### src/rtl/gf_pkg.sv
package gf_pkg;
  localparam int GF_STEPS = 63;
  localparam int GF_LAST  = GF_STEPS - 1;
  localparam int GF_FULL  = 1000;
  localparam int GF_SW    = $clog2(GF_STEPS);
  localparam int GF_DW    = $clog2(GF_FULL + 1);

  typedef logic [GF_SW-1:0] step_t;
  typedef logic [GF_DW-1:0] duty_t;

  // Perceptual curve, parts per thousand per step
  function automatic duty_t gf_curve(input step_t s);
    case (s)
      6'd0:  return 10'd0;    6'd1:  return 10'd2;    6'd2:  return 10'd4;
      6'd3:  return 10'd6;    6'd4:  return 10'd8;    6'd5:  return 10'd10;
      6'd6:  return 10'd12;   6'd7:  return 10'd16;   6'd8:  return 10'd20;
      6'd9:  return 10'd24;   6'd10: return 10'd28;   6'd11: return 10'd32;
      6'd12: return 10'd36;   6'd13: return 10'd42;   6'd14: return 10'd48;
      6'd15: return 10'd54;   6'd16: return 10'd60;   6'd17: return 10'd66;
      6'd18: return 10'd72;   6'd19: return 10'd80;   6'd20: return 10'd88;
      6'd21: return 10'd96;   6'd22: return 10'd104;  6'd23: return 10'd112;
      6'd24: return 10'd120;  6'd25: return 10'd130;  6'd26: return 10'd140;
      6'd27: return 10'd150;  6'd28: return 10'd160;  6'd29: return 10'd170;
      6'd30: return 10'd180;  6'd31: return 10'd194;  6'd32: return 10'd208;
      6'd33: return 10'd222;  6'd34: return 10'd236;  6'd35: return 10'd250;
      6'd36: return 10'd264;  6'd37: return 10'd282;  6'd38: return 10'd300;
      6'd39: return 10'd318;  6'd40: return 10'd336;  6'd41: return 10'd354;
      6'd42: return 10'd372;  6'd43: return 10'd394;  6'd44: return 10'd416;
      6'd45: return 10'd438;  6'd46: return 10'd460;  6'd47: return 10'd482;
      6'd48: return 10'd504;  6'd49: return 10'd534;  6'd50: return 10'd564;
      6'd51: return 10'd594;  6'd52: return 10'd624;  6'd53: return 10'd654;
      6'd54: return 10'd684;  6'd55: return 10'd722;  6'd56: return 10'd760;
      6'd57: return 10'd798;  6'd58: return 10'd836;  6'd59: return 10'd874;
      6'd60: return 10'd914;  6'd61: return 10'd956;  6'd62: return 10'd1000;
      default: return 10'd0;
    endcase
  endfunction
endpackage

### src/rtl/gf_step_seq.sv
module gf_step_seq
  import gf_pkg::*;
#(
  parameter int STEP_TICKS = 1111
) (
  input  logic       clk,
  input  logic       rst_n,
  input  logic       on_req,
  input  logic [7:0] up_time,
  input  logic [7:0] dn_time,
  input  logic       instant,
  output step_t      step_idx
);
  localparam int    TW       = 8 + $clog2(STEP_TICKS + 1);
  localparam step_t LAST_IDX = step_t'(GF_LAST);

  logic [TW-1:0] tmr_q, tmr_d, dwell;
  step_t         idx_q, idx_d;
  logic          req_q;
  logic [7:0]    sel_time;
  logic          at_end, fast;

  always_comb begin
    sel_time = on_req ? up_time : dn_time;
    dwell    = TW'(sel_time) * TW'(STEP_TICKS);
    at_end   = on_req ? (idx_q == LAST_IDX) : (idx_q == '0);
    fast     = instant || (sel_time == 8'd0);
    idx_d    = idx_q;
    tmr_d    = tmr_q;
    if (at_end) begin
      tmr_d = '0;
    end else if (fast) begin
      idx_d = on_req ? LAST_IDX : '0;
      tmr_d = '0;
    end else if (on_req != req_q) begin
      tmr_d = '0;                       // direction change restarts dwell
    end else if (tmr_q == dwell - TW'(1)) begin
      tmr_d = '0;
      idx_d = on_req ? idx_q + step_t'(1) : idx_q - step_t'(1);
    end else begin
      tmr_d = tmr_q + TW'(1);
    end
  end

  always_ff @(posedge clk or negedge rst_n) begin
    if (!rst_n) begin
      tmr_q <= '0;
      idx_q <= '0;
      req_q <= 1'b0;
    end else begin
      tmr_q <= tmr_d;
      idx_q <= idx_d;
      req_q <= on_req;
    end
  end

  assign step_idx = idx_q;
endmodule

### src/rtl/gf_curve_lut.sv
module gf_curve_lut
  import gf_pkg::*;
(
  input  step_t step_idx,
  output duty_t duty
);
  assign duty = gf_curve(step_idx);
endmodule

### src/rtl/gf_pwm_gen.sv
module gf_pwm_gen
  import gf_pkg::*;
#(
  parameter int PWM_DIV = 45
) (
  input  logic  clk,
  input  logic  rst_n,
  input  duty_t duty,
  output logic  pwm_out
);
  localparam int    DW      = (PWM_DIV > 1) ? $clog2(PWM_DIV) : 1;
  localparam duty_t CNT_TOP = duty_t'(GF_FULL - 1);

  logic  tick;
  duty_t cnt_q, cnt_d;
  logic  pwm_q, pwm_d;

  generate
    if (PWM_DIV > 1) begin : g_div
      logic [DW-1:0] div_q, div_d;
      always_comb begin
        tick  = (div_q == DW'(PWM_DIV - 1));
        div_d = tick ? '0 : div_q + DW'(1);
      end
      always_ff @(posedge clk or negedge rst_n) begin
        if (!rst_n) div_q <= '0;
        else        div_q <= div_d;
      end
    end else begin : g_nodiv
      assign tick = 1'b1;
    end
  endgenerate

  always_comb begin
    cnt_d = cnt_q;
    pwm_d = pwm_q;
    if (tick) begin
      cnt_d = (cnt_q == CNT_TOP) ? '0 : cnt_q + duty_t'(1);
      pwm_d = (cnt_q < duty);
    end
  end

  always_ff @(posedge clk or negedge rst_n) begin
    if (!rst_n) begin
      cnt_q <= '0;
      pwm_q <= 1'b0;
    end else begin
      cnt_q <= cnt_d;
      pwm_q <= pwm_d;
    end
  end

  assign pwm_out = pwm_q;
endmodule

### src/rtl/gamma_fade_pwm.sv
module gamma_fade_pwm
  import gf_pkg::*;
#(
  parameter int STEP_TICKS = 1111,
  parameter int PWM_DIV    = 45
) (
  input  logic       clk,
  input  logic       rst_n,
  input  logic       on_req,
  input  logic [7:0] up_time,
  input  logic [7:0] dn_time,
  input  logic       instant,
  output logic       pwm_out,
  output logic [5:0] step_idx
);
  logic [1:0] rst_sync_q;
  logic       rst_int_n;
  step_t      idx;
  duty_t      duty;

  always_ff @(posedge clk or negedge rst_n) begin
    if (!rst_n) rst_sync_q <= 2'b00;
    else        rst_sync_q <= {rst_sync_q[0], 1'b1};
  end
  assign rst_int_n = rst_sync_q[1];

  gf_step_seq #(.STEP_TICKS(STEP_TICKS)) u_seq (
    .clk      (clk),
    .rst_n    (rst_int_n),
    .on_req   (on_req),
    .up_time  (up_time),
    .dn_time  (dn_time),
    .instant  (instant),
    .step_idx (idx)
  );

  gf_curve_lut u_lut (
    .step_idx (idx),
    .duty     (duty)
  );

  gf_pwm_gen #(.PWM_DIV(PWM_DIV)) u_pwm (
    .clk     (clk),
    .rst_n   (rst_int_n),
    .duty    (duty),
    .pwm_out (pwm_out)
  );

  assign step_idx = idx;
endmodule

### config.mk
export PLATFORM = sky130hd
export DESIGN_NAME = gamma_fade_pwm
export DESIGN_NICKNAME = d
export VERILOG_FILES = /design/src/rtl/gf_pkg.sv /design/src/rtl/gf_step_seq.sv /design/src/rtl/gf_curve_lut.sv /design/src/rtl/gf_pwm_gen.sv /design/src/rtl/gamma_fade_pwm.sv
export SDC_FILE = /design/constraint.sdc
export NUM_CORES = 1
export LEC_CHECK = 0
export ABC_AREA = 1
export BUFFER_PORTS_ARGS = -buffer_cell sky130_fd_sc_hd__buf_2
export CAP_MARGIN = 20
export CELL_PAD_IN_SITES_DETAIL_PLACEMENT = 0
export CELL_PAD_IN_SITES_GLOBAL_PLACEMENT = 1
export CORE_AREA = 2 2 115 117
export CTS_CLUSTER_SIZE = 30
export DETAILED_ROUTE_END_ITERATION = 8
export DIE_AREA = 0 0 117 119
export PLACE_DENSITY = 0.84
export SLEW_MARGIN = 15
export SYNTH_ARGS = -nofsm -noshare
export SYNTH_HDL_FRONTEND = slang
export SYNTH_SLANG_ARGS = --single-unit
### constraint.sdc
create_clock -name clk -period 1.6 [get_ports clk]
set_input_delay 0.16 -clock clk [delete_from_list [all_inputs] [get_ports clk]]
set_output_delay 0.16 -clock clk [all_outputs]
set_load 0.01 [all_outputs]
==> results of run 1 <==
worst max-delay path: stages:
cell,delay (ns)
buf_12,0.10
inv_12,0.03
or2_4,0.22
o21ai_2,0.07
inv_2,0.10
fa_1,0.54
inv_1,0.05
fa_1,0.50
inv_1,0.05
fa_1,0.52
ha_4,0.22
nand2_1,0.07
nand2_1,0.06
buf_4,0.13
a21oi_2,0.13
nand4_1,0.17
nand3_1,0.14
nand2_2,0.07
nor3_4,0.24
nand3_4,0.16
nand3_2,0.25
nor2_2,0.07
metal layers:
layer | wire [um] | GRT usage [%] | vias up
met5 | 0 | 0 | -
met4 | 509 | 8.90 | 0
met3 | 400 | 1.98 | 41
met2 | 8820 | 47.4 | 118
met1 | 7110 | 29.1 | 2788
li1 | - | - | 3041
flip-flops by register name (all words and copies together), names as in the netlist:
signal             count
u_seq.req_q            1
u_pwm.pwm_out          1
u_seq.tmr_q           19
u_pwm.g_div.div_q      6
rst_sync_q             2
u_seq.step_idx         6
u_pwm.cnt_q           10
cell usage in the layout, fill, tap and decap left out, types with 14 or more instances in the layout:
cell and n:
fa_1 21, inv_2 24, xor2_1 20, nand2_2 25, nand2_1 194, nor2_1 38
o21ai_0 16, dfrtp_1 38, nor2_2 25, ha_4 14, a21oi_1 25, buf_2 25
inv_1 120, buf_4 171, ha_1 59, nand3_1 47
cells in the mapped netlist (9+ instances only):
library cell and number:
nand3_1 54, nor2_1 60, nand4_1 9, xor2_1 21
fa_1 24, o21ai_0 31, xnor2_1 10, a21oi_1 37
inv_1 142, nor3_1 11, ha_1 77, nor2_2 11
dfrtp_1 45, nand2_1 217
cells by family (layout without fill, tap and decap cells):
logic type                 count (synthesis)  count (layout)  share of synthesized area, %
AOI/OAI and AO/OA                         91              91                          8.98
xor gates and xnor gates                  31              31                          4.75
adders and majority gates                101             101                          25.3
buffers and inverters                    161             371                          11.0
DFF                                       45              45                          19.7
other                                      1               1                        0.0656
and+or+nand+nor                          393             395                          30.2
power groups by stage:
stage | clock (W) | sequential [W] | combinational (W)
4_1_cts | 0.00105 | 0.00131 | 0.00926
3_3_place_gp | 0 | 0.00133 | 0.00829
6_report | 0.00101 | 0.00132 | 0.00962
3_5_place_dp | 0 | 0.00133 | 0.00837
2_1_floorplan | 0 | 0.00135 | 0.00514
5_1_grt | 0.00109 | 0.00134 | 0.0107
metrics by stage:
step | setup WS [ns] | utilization (%) | hold WS (ns) | total power (W) | instance area [um^2]
finish | -2.31 | 64.6 | 0.162 | 0.0120 | 8320
CTS | -2.30 | 62.7 | 0.156 | 0.0116 | 8070
floorplan | -2.35 | - | -0.136 | 0.00649 | 5910
global placement | -2.83 | 58.0 | -0.0541 | 0.00962 | 7470
global route | -2.55 | 64.6 | 0.161 | 0.0132 | 8320
detailed placement | -2.92 | 58.0 | -0.0542 | 0.00970 | 7470
area by class of cell:
class,count,area (um^2),area share (%)
multi-input combinational,619,4600,55.4
clock inverter,3,21.3,0.256
clock buffer,5,125,1.50
timing repair buffer,212,1620,19.5
tap,176,220,2.65
sequential,45,1130,13.6
inverter,151,589,7.08
worst max-delay path by stage:
stage	slack (ns)	start	cells past startpoint	endpoint
floorplan	-2.35	on_req	25	u_seq.tmr_q[14]
global placement	-2.83	on_req	24	u_seq.tmr_q[18]
detailed placement	-2.92	on_req	24	u_seq.tmr_q[5]
CTS	-2.30	on_req	30	u_seq.step_idx[4]
global route	-2.55	on_req	30	u_seq.step_idx[5]
finish	-2.31	on_req	22	u_seq.tmr_q[10]
what timing repair did:
action,in CTS,in global routing
gates cloned,2,0
setup buffers,15,7
endpoints found under the hold margin,2,0
hold buffers,1,0
endpoints found under the setup margin,28,34
pin swaps,46,28
resized for setup,88,60
==> flow_summary.toml, run 1 <==
[synthesis]
syn_inst = 823
synth-seq-cells = 45
synth_area_leaders = "dfrtp_1, ha_1, nand2_1"
ys_types = 49
seq_area_frac_synth_pct = 19.7
synth-async-reset-ratio_pct = 100
synth_ff_type = "dfrtp_1"
synth_fp_nets = 944
yosys.area.top_type = "dfrtp_1"
ys_warn_count = 0
synth_edf_count = 0
netlist_area_um2 = 5720
avgSynthCellArea_um2 = 6.94
synth_top_area_share_pct = 19.7

[timing]
period_share_pct = 245
skew_ns = 0.00710
finalSetupViolations = 27
setup_slack_ns = -2.31
finalSetupTns_ns = -58.27
rsz0062_at_grt = "yes"
hold_violations = 0
drv_slew = 0
fmax_mhz = 256
period_needed_ns = 3.91

[outcome]
violations = "negative setup slack"
status = "finished with violations"

[global_routing]
grt_pass1_wl_mm = 28.3
grt_pass1_vias = 6304
grt-ovfl-total = 0
grt_start_max_net_pins = 27
grt_usage_pct = 25.1
grt_antenna_before_repair = 0

[route]
vias = 5988
drt_wl_total_mm = 16.8
wire_per_inst_um = 13.9
route.detailed.drc = 0
first_iter_violations = 319
first_pass_iters = 5
antenna_left = 0
viasPerCell = 4.94

[placement]
dpl.hpwl_mm = 13.4
port_buffers = 26
finalWeightedCongestion = 0.910
place_inst = 1180

[pwr]
vdd_drop_max_uv = 923
power_frac_seq_pct = 11.1
p_sw_share_pct = 47.7
leakagePower_nw = 4.30
power_density_nw_per_um2 = 1440
intPower_w = 0.00625
p_comb_share_pct = 80.5
p_clk_share_pct = 8.4
switchingPower_w = 0.00571

[hold_path]
holdPathEnd = "u_seq.req_q"
hold_path_startpoint = "on_req"
whs_path_depth = 2
hold_path_class = "in2reg"

[cells_and_area]
areaGrowthSynthToFinish_pct = 45.5
diodes = 0
finalNonFillerCells = 1211
final_nets = 1155
n_fill_cell = 1108
drive_gt1_share_pct = 37.9

[clocking]
clockBufferDepth = 2
cts-buffers-inserted = 5
clk_pin_slew_ns = 0.06
cts-root-buf = "clkbuf_16"
cts-htree-levels = 2
cts_tree = "done"
clock_sinks = 45
insertion_delay_ns = 0.28

[critical_path]
crit_type = "in2reg"
r2r-start = "u_seq.step_idx[0]"
rr_endpoint = "u_pwm.pwm_out"
cp.arrival_ns = 4.08
path_max_fanout = 8
crit_required_ns = 1.77
reg2reg_depth = 13
r2r_setup_slack_ns = -0.82
cp-start-kind = "primary input"
cp-end-kind = "flip-flop"

[die]
die_area_um2 = 13900
dieHeight_um = 119
chipWidth_um = 117
io_pins = 27
num_rows = 42
start_util_pct = 44.4
core_um2 = 12900

[job]
cap_violations = 0
Power figures use the tool's default switching activity.
==> run 2, diff against run 1 <==
--- a/config.mk
+++ b/config.mk
@@ -5,16 +5,16 @@
 export SDC_FILE = /design/constraint.sdc
 export NUM_CORES = 1
 export LEC_CHECK = 0
-export ABC_AREA = 1
+export ABC_AREA = 0
 export BUFFER_PORTS_ARGS = -buffer_cell sky130_fd_sc_hd__buf_2
 export CAP_MARGIN = 20
 export CELL_PAD_IN_SITES_DETAIL_PLACEMENT = 0
 export CELL_PAD_IN_SITES_GLOBAL_PLACEMENT = 1
-export CORE_AREA = 2 2 115 117
+export CORE_AREA = 2 2 108 110
 export CTS_CLUSTER_SIZE = 30
 export DETAILED_ROUTE_END_ITERATION = 8
-export DIE_AREA = 0 0 117 119
-export PLACE_DENSITY = 0.84
+export DIE_AREA = 0 0 110 112
+export PLACE_DENSITY_LB_ADDON = 0.1
 export SLEW_MARGIN = 15
 export SYNTH_ARGS = -nofsm -noshare
 export SYNTH_HDL_FRONTEND = slang
==> run 2 against run 1 <==
- the flow still finishes with violations (negative setup slack)
- clock-buffer cell count up 1
- clock skew about the same
- die area down 12%
- sequential power about the same
- utilization up 1.3 points
- combinational power down 11%
- synthesized cell count down 24%
- critical path depth down 5
- maximum frequency down 18%
- routed wire length down 18%
==> flow_summary.toml, run 2 <==
[outcome]
status = "finished with violations"
violations = "negative setup slack"

[cells_and_area]
drive_gt1_share_pct = 34.6
multiInputGateArea_um2 = 4260
final_cell_mix = "buf_4, ha_1, nand2_1"
final-seq-area_um2 = 1130
areaGrowthSynthToFinish_pct = 37.1
top_register = "u_seq.tmr_q"
final_nets = 918
diodes = 0
n_fill_cell = 922
reg_top3 = "u_seq.tmr_q x19, u_pwm.cnt_q x10"
largest_reg_flops = 19
finalNonFillerCells = 941
mostFrequentLayoutCell = "buf_4"

[die]
die_area_um2 = 12300
dieHeight_um = 112
core_um2 = 11200
start_util_pct = 48.1
chipWidth_um = 110
io_pins = 27
num_rows = 39

[job]
cap_violations = 0

[critical_path]
cp.arrival_ns = 4.95
crit_type = "in2reg"
cp-end-kind = "flip-flop"
crit_required_ns = 1.78
path_max_fanout = 7
cp-start-kind = "primary input"

[route]
route.detailed.drc = 0
antenna_left = 0
vias = 4972
first_iter_violations = 213
drt_wl_total_mm = 13.9
viasPerCell = 5.28
wire_per_inst_um = 14.7
first_pass_iters = 4

[global_routing]
grt_usage_pct = 23.4
grt_use_met1_pct = 28.5
grt-ovfl-total = 0
grt_antenna_before_repair = 0
busiest_layer = "met2"
grt_pass1_wl_mm = 23.1
grt_start_max_net_pins = 29
grt_util_met2_pct = 43.2
use_met3_pct = 3.04
grt_pass1_vias = 5139

[pwr]
vdd_drop_max_uv = 1450
power_density_nw_per_um2 = 1480
totalPowerFinal_w = 0.0109
leakagePower_nw = 3.53

[timing]
skew_ns = 0.00683
slew_headroom_pct = 60.5
finalSetupTns_ns = -79.01
setup_slack_ns = -3.17
period_share_pct = 298
worst_slew_pin_slew_ns = 0.585
finalSetupViolations = 26
drv_slew = 0
fmax_mhz = 209
hold_violations = 0
rsz0062_at_grt = "yes"
period_needed_ns = 4.77

[synthesis]
synth_top_area_share_pct = 21.0
synth_fp_nets = 744
synth-seq-cells = 45
yosys.area.top_type = "dfrtp_1"
synth_area_leaders = "dfrtp_1, ha_1, fa_1"
synth_edf_count = 0
avgSynthCellArea_um2 = 8.62
yosysMostFrequentCell = "ha_1"
ys_types = 59
ys_warn_count = 0
syn_inst = 623
seq_area_frac_synth_pct = 21.0
synthTopCellsByCount = "ha_1, inv_1, nand2_1"
netlist_area_um2 = 5370
synth_ff_type = "dfrtp_1"
synth-async-reset-ratio_pct = 100

[clocking]
cts-htree-levels = 2
cts-root-buf = "clkbuf_16"
cts_tree = "done"
insertion_delay_ns = 0.29
cts-buffers-inserted = 5
clock_sinks = 45
clk_pin_slew_ns = 0.07
clockBufferDepth = 2

[placement]
port_buffers = 26
finalWeightedCongestion = 0.882
dpl.hpwl_mm = 11.1
place_inst = 924

[hold_path]
hold_path_class = "in2async"
==> run 2: where the power goes <==
group / switching [W] / internal (W) / total (W)
combinational: 0.00422 / 0.00430 / 0.00852
clock: 0.000470 / 0.000580 / 0.00105
sequential: 0.0000981 / 0.00120 / 0.00130
total: 0.00479 / 0.00607 / 0.0109
==> run 2: metal layers <==
metal  vias to the layer above  share of wire [%]
li1                       2493                  -
met1                      2410                 43
met2                        51                 54
met3                        18                1.9
met4                         0                1.6
met5                         -                  0
==> run 2: timing repair <==
action | in CTS | in global routing
setup buffers | 5 | 4
endpoints found under the setup margin | 31 | 31
pin swaps | 13 | 9
hold buffers | 1 | 0
hold endpoints to repair | 2 | 0
gates resized for setup | 28 | 34
==> run 2: cell type report <==
| type | instances | area share (%) |
|---|---|---|
| sequential | 45 | 15.3 |
| clock buffer | 6 | 1.75 |
| clock inverter | 2 | 0.204 |
| multi-input combinational | 493 | 57.8 |
| inverter | 64 | 3.28 |
| timing repair buffer | 188 | 19.2 |
| tap | 143 | 2.43 |
==> run 2: kinds of logic (layout without fill, tap and decap cells) <==
logic type / count (synthesis) / after routing / synth area share, %
fa+ha+maj: 101 / 101 / 26.9
other cells: 1 / 1 / 0.0698
compound gates: 126 / 126 / 15.3
xor+xnor: 65 / 65 / 10.6
buf+inv: 85 / 260 / 6.38
flops: 45 / 45 / 21.0
simple gates: 182 / 182 / 16.0
mux: 18 / 18 / 3.77
==> run 2: final timing paths <==
path                              startpoint                    to  slack, ns  cells past startpoint
setup / recovery                      on_req     u_seq.step_idx[1]      -3.17                     17
hold / removal                         rst_n         rst_sync_q[1]       0.17                      2
setup reg to reg           u_seq.step_idx[1]         u_pwm.pwm_out      -1.09                     14
hold reg to reg                rst_sync_q[1]  u_pwm.g_div.div_q[1]       0.25                      0
max in group asynchronous      rst_sync_q[1]        u_seq.tmr_q[1]       0.76                      1
min in group clk                      on_req           u_seq.req_q       0.34                      3
==> run 2: through the flow <==
step	setup slack [ns]	utilization, %	hold slack (ns)	instance area (um^2)
after detailed placement	-3.84	61.6	-0.0537	6890
after CTS	-3.27	64.4	0.172	7190
after floorplan	-3.53	-	-0.136	5560
final	-3.17	65.9	0.175	7360
after global placement	-3.75	61.6	-0.0546	6890
after global routing	-3.33	65.9	0.180	7360
==> run 2: worst max-delay path, cell delays in order <==
cell and delay [ns]:
buf_16 0.13, mux2_4 0.36, fa_2 0.39, ha_4 0.28, inv_2 0.03, fa_1 0.46
fa_1 0.52, inv_2 0.05, ha_4 0.21, a21o_1 0.19, a221oi_4 0.34, o31a_2 0.20
xnor2_1 0.06, or4_1 0.50, or4_4 0.49, o21ai_4 0.25, mux2_4 0.33
==> run 3, diff against run 2 <==
--- a/config.mk
+++ b/config.mk
@@ -8,12 +8,12 @@
 export ABC_AREA = 0
 export BUFFER_PORTS_ARGS = -buffer_cell sky130_fd_sc_hd__buf_2
 export CAP_MARGIN = 20
-export CELL_PAD_IN_SITES_DETAIL_PLACEMENT = 0
-export CELL_PAD_IN_SITES_GLOBAL_PLACEMENT = 1
-export CORE_AREA = 2 2 108 110
+export CELL_PAD_IN_SITES_DETAIL_PLACEMENT = 1
+export CELL_PAD_IN_SITES_GLOBAL_PLACEMENT = 2
+export CORE_AREA = 2 2 121 123
 export CTS_CLUSTER_SIZE = 30
 export DETAILED_ROUTE_END_ITERATION = 8
-export DIE_AREA = 0 0 110 112
+export DIE_AREA = 0 0 123 125
 export PLACE_DENSITY_LB_ADDON = 0.1
 export SLEW_MARGIN = 15
 export SYNTH_ARGS = -nofsm -noshare
==> run 3 against run 2 <==
- the flow still finishes with violations (negative setup slack)
- maximum frequency decreased by 1.6%
- worst setup slack got worse by 0.077 ns
- via count increased by 2.4%
- sequential cell count unchanged
- sequential power about the same
- design area increased by 3.2%
- clock power increased by 12%
- first-iteration DRC count decreased by 37%
- critical endpoint unchanged
==> flow_summary.toml, run 3 (synthesis results as in run 2) <==
[outcome]
status = "finished with violations"
violations = "negative setup slack"

[critical_path]
crit_required_ns = 1.78
cp-end-kind = "flip-flop"
rr_endpoint = "u_seq.step_idx[5]"
path_max_fanout = 5
cp-start-kind = "primary input"
worst_path_max_delay_cell = "or4_4"
crit_type = "in2reg"
reg2reg_depth = 11
cp.arrival_ns = 5.03
crit_path_max_incr_delay_ns = 0.59
startpoint = "on_req"
r2r-start = "u_seq.step_idx[1]"
crit_end = "u_seq.step_idx[1]"
critPathTopFamily = "adder cells"
r2r_setup_slack_ns = -1.05
crit_cells = 18
path_cells = "buf_16 -> mux2_4 -> fa_2 -> ha_4 -> inv_2 -> fa_1 -> fa_1 -> inv_2 -> ha_4 -> and3_4 -> a221oi_4 -> o31a_2 -> buf_4 -> o21ai_0 -> xnor2_1 -> or4_4 -> o21ai_4 -> mux2_4"
path_buf_inv = 4

[route]
wl_met3_um = 253
antenna_left = 0
routed.top_layer = "met4"
wl_met1_mm = 6.46
route.detailed.drc = 0
first_iter_violations = 135
vias = 5089
wl_met2_mm = 9.09
viasPerCell = 5.17
drt_wl_total_mm = 16.2
wire_per_inst_um = 16.5
first_pass_iters = 4

[global_routing]
grt_pass1_wl_mm = 26.9
grt_start_max_net_pins = 29
grt-ovfl-total = 0
grt_pass1_vias = 5748
grt_antenna_before_repair = 0
grt_usage_pct = 21.9

[timing]
finalSetupViolations = 26
hold_violations = 0
period_needed_ns = 4.85
worst_slew_pin_slew_ns = 0.758
whs_ns = 0.178
fmax_mhz = 206
period_share_pct = 303
setup_slack_ns = -3.25
slew_headroom_pct = 48.8
rsz0062_at_grt = "yes"
skew_ns = 0.0101
drv_slew = 0

[pwr]
p_clk_share_pct = 10.3
switchingPower_w = 0.00507
power_frac_seq_pct = 11.3
leakagePower_nw = 3.59
power_density_nw_per_um2 = 1510
p_sw_share_pct = 44.3
intPower_w = 0.00638
p_comb_share_pct = 78.4
vdd_drop_max_uv = 1010

[clocking]
clk_pin_slew_ns = 0.06
cts-htree-levels = 2
clock_sinks = 45
insertion_delay_ns = 0.30
cts_tree = "done"
cts-buffers-inserted = 5
cts-root-buf = "clkbuf_16"
clockBufferDepth = 2

[placement]
place_inst = 967
finalWeightedCongestion = 0.828
placed_cell_area_um2 = 6940
port_buffers = 26
dpl.hpwl_mm = 13.2

[cells_and_area]
drive_gt1_share_pct = 37.3
mostFrequentLayoutCell = "buf_4"
areaGrowthSynthToFinish_pct = 41.4
reg_top3 = "u_seq.tmr_q x19, u_pwm.cnt_q x10"
finalNonFillerCells = 985
diodes = 0
final_nets = 922
top_register = "u_seq.tmr_q"
fin_area_um2 = 7590
largest_reg_flops = 19
final_cell_mix = "buf_4, ha_1, nand2_1"

[die]
num_rows = 44
die_area_um2 = 15400
core_um2 = 14200
io_pins = 27
chipWidth_um = 123
dieHeight_um = 125
start_util_pct = 37.8

[job]
cap_violations = 0

[hold_path]
hold_path_class = "in2async"
run 3: per-stage QoR:
stage	utilization [%]	setup WS [ns]	total power [W]	TNS (ns)
after floorplan	-	-3.53	0.00625	-86.40
after global placement	48.9	-3.80	0.00931	-92.55
after detailed placement	48.9	-3.98	0.00960	-96.54
after CTS	52.2	-3.33	0.0112	-82.19
after global routing	53.5	-3.39	0.0125	-84.10
final	53.5	-3.25	0.0115	-80.46
run 3: power groups by stage:
| stage | sequential [W] | clock [W] | combinational [W] |
|---|---|---|---|
| 2_1_floorplan | 0.00132 | 0 | 0.00493 |
| 3_3_place_gp | 0.00131 | 0 | 0.00800 |
| 3_5_place_dp | 0.00131 | 0 | 0.00829 |
| 4_1_cts | 0.00129 | 0.00121 | 0.00869 |
| 5_1_grt | 0.00131 | 0.00124 | 0.00992 |
| 6_report | 0.00129 | 0.00118 | 0.00898 |
run 3: cell type report:
class	instances	area, um^2
fillers	1645	6610
multi-input cells	493	4370
repair buffers	192	1460
flip-flops and latches	45	1130
inverters	64	244
well taps	184	230
clock buffers	5	125
clock inverters	2	35.0
run 3: what timing repair did:
action	4_1_cts	5_1_grt
hold endpoints to repair	2	0
pin swaps	25	11
setup buffers	9	1
setup endpoints to repair	31	32
cloned	1	0
hold buffers	1	0
resized for setup	54	39
run 3: how the worst min path moves through the flow:
stage               startpoint            end  slack, ns  cells after the start
floorplan                rst_n  rst_sync_q[0]      -0.14                      0
global placement         rst_n  rst_sync_q[0]      -0.05                      1
detailed placement       rst_n  rst_sync_q[0]      -0.05                      1
CTS                      rst_n  rst_sync_q[1]       0.17                      2
global route             rst_n  rst_sync_q[1]       0.20                      2
finish                   rst_n  rst_sync_q[0]       0.18                      2
run 3: routing by layer:
layer	vias up	global-route usage [%]
met1	2516	23.9
met2	45	42.8
met4	0	6.28
li1	2501	-
met5	-	0
met3	27	3.06
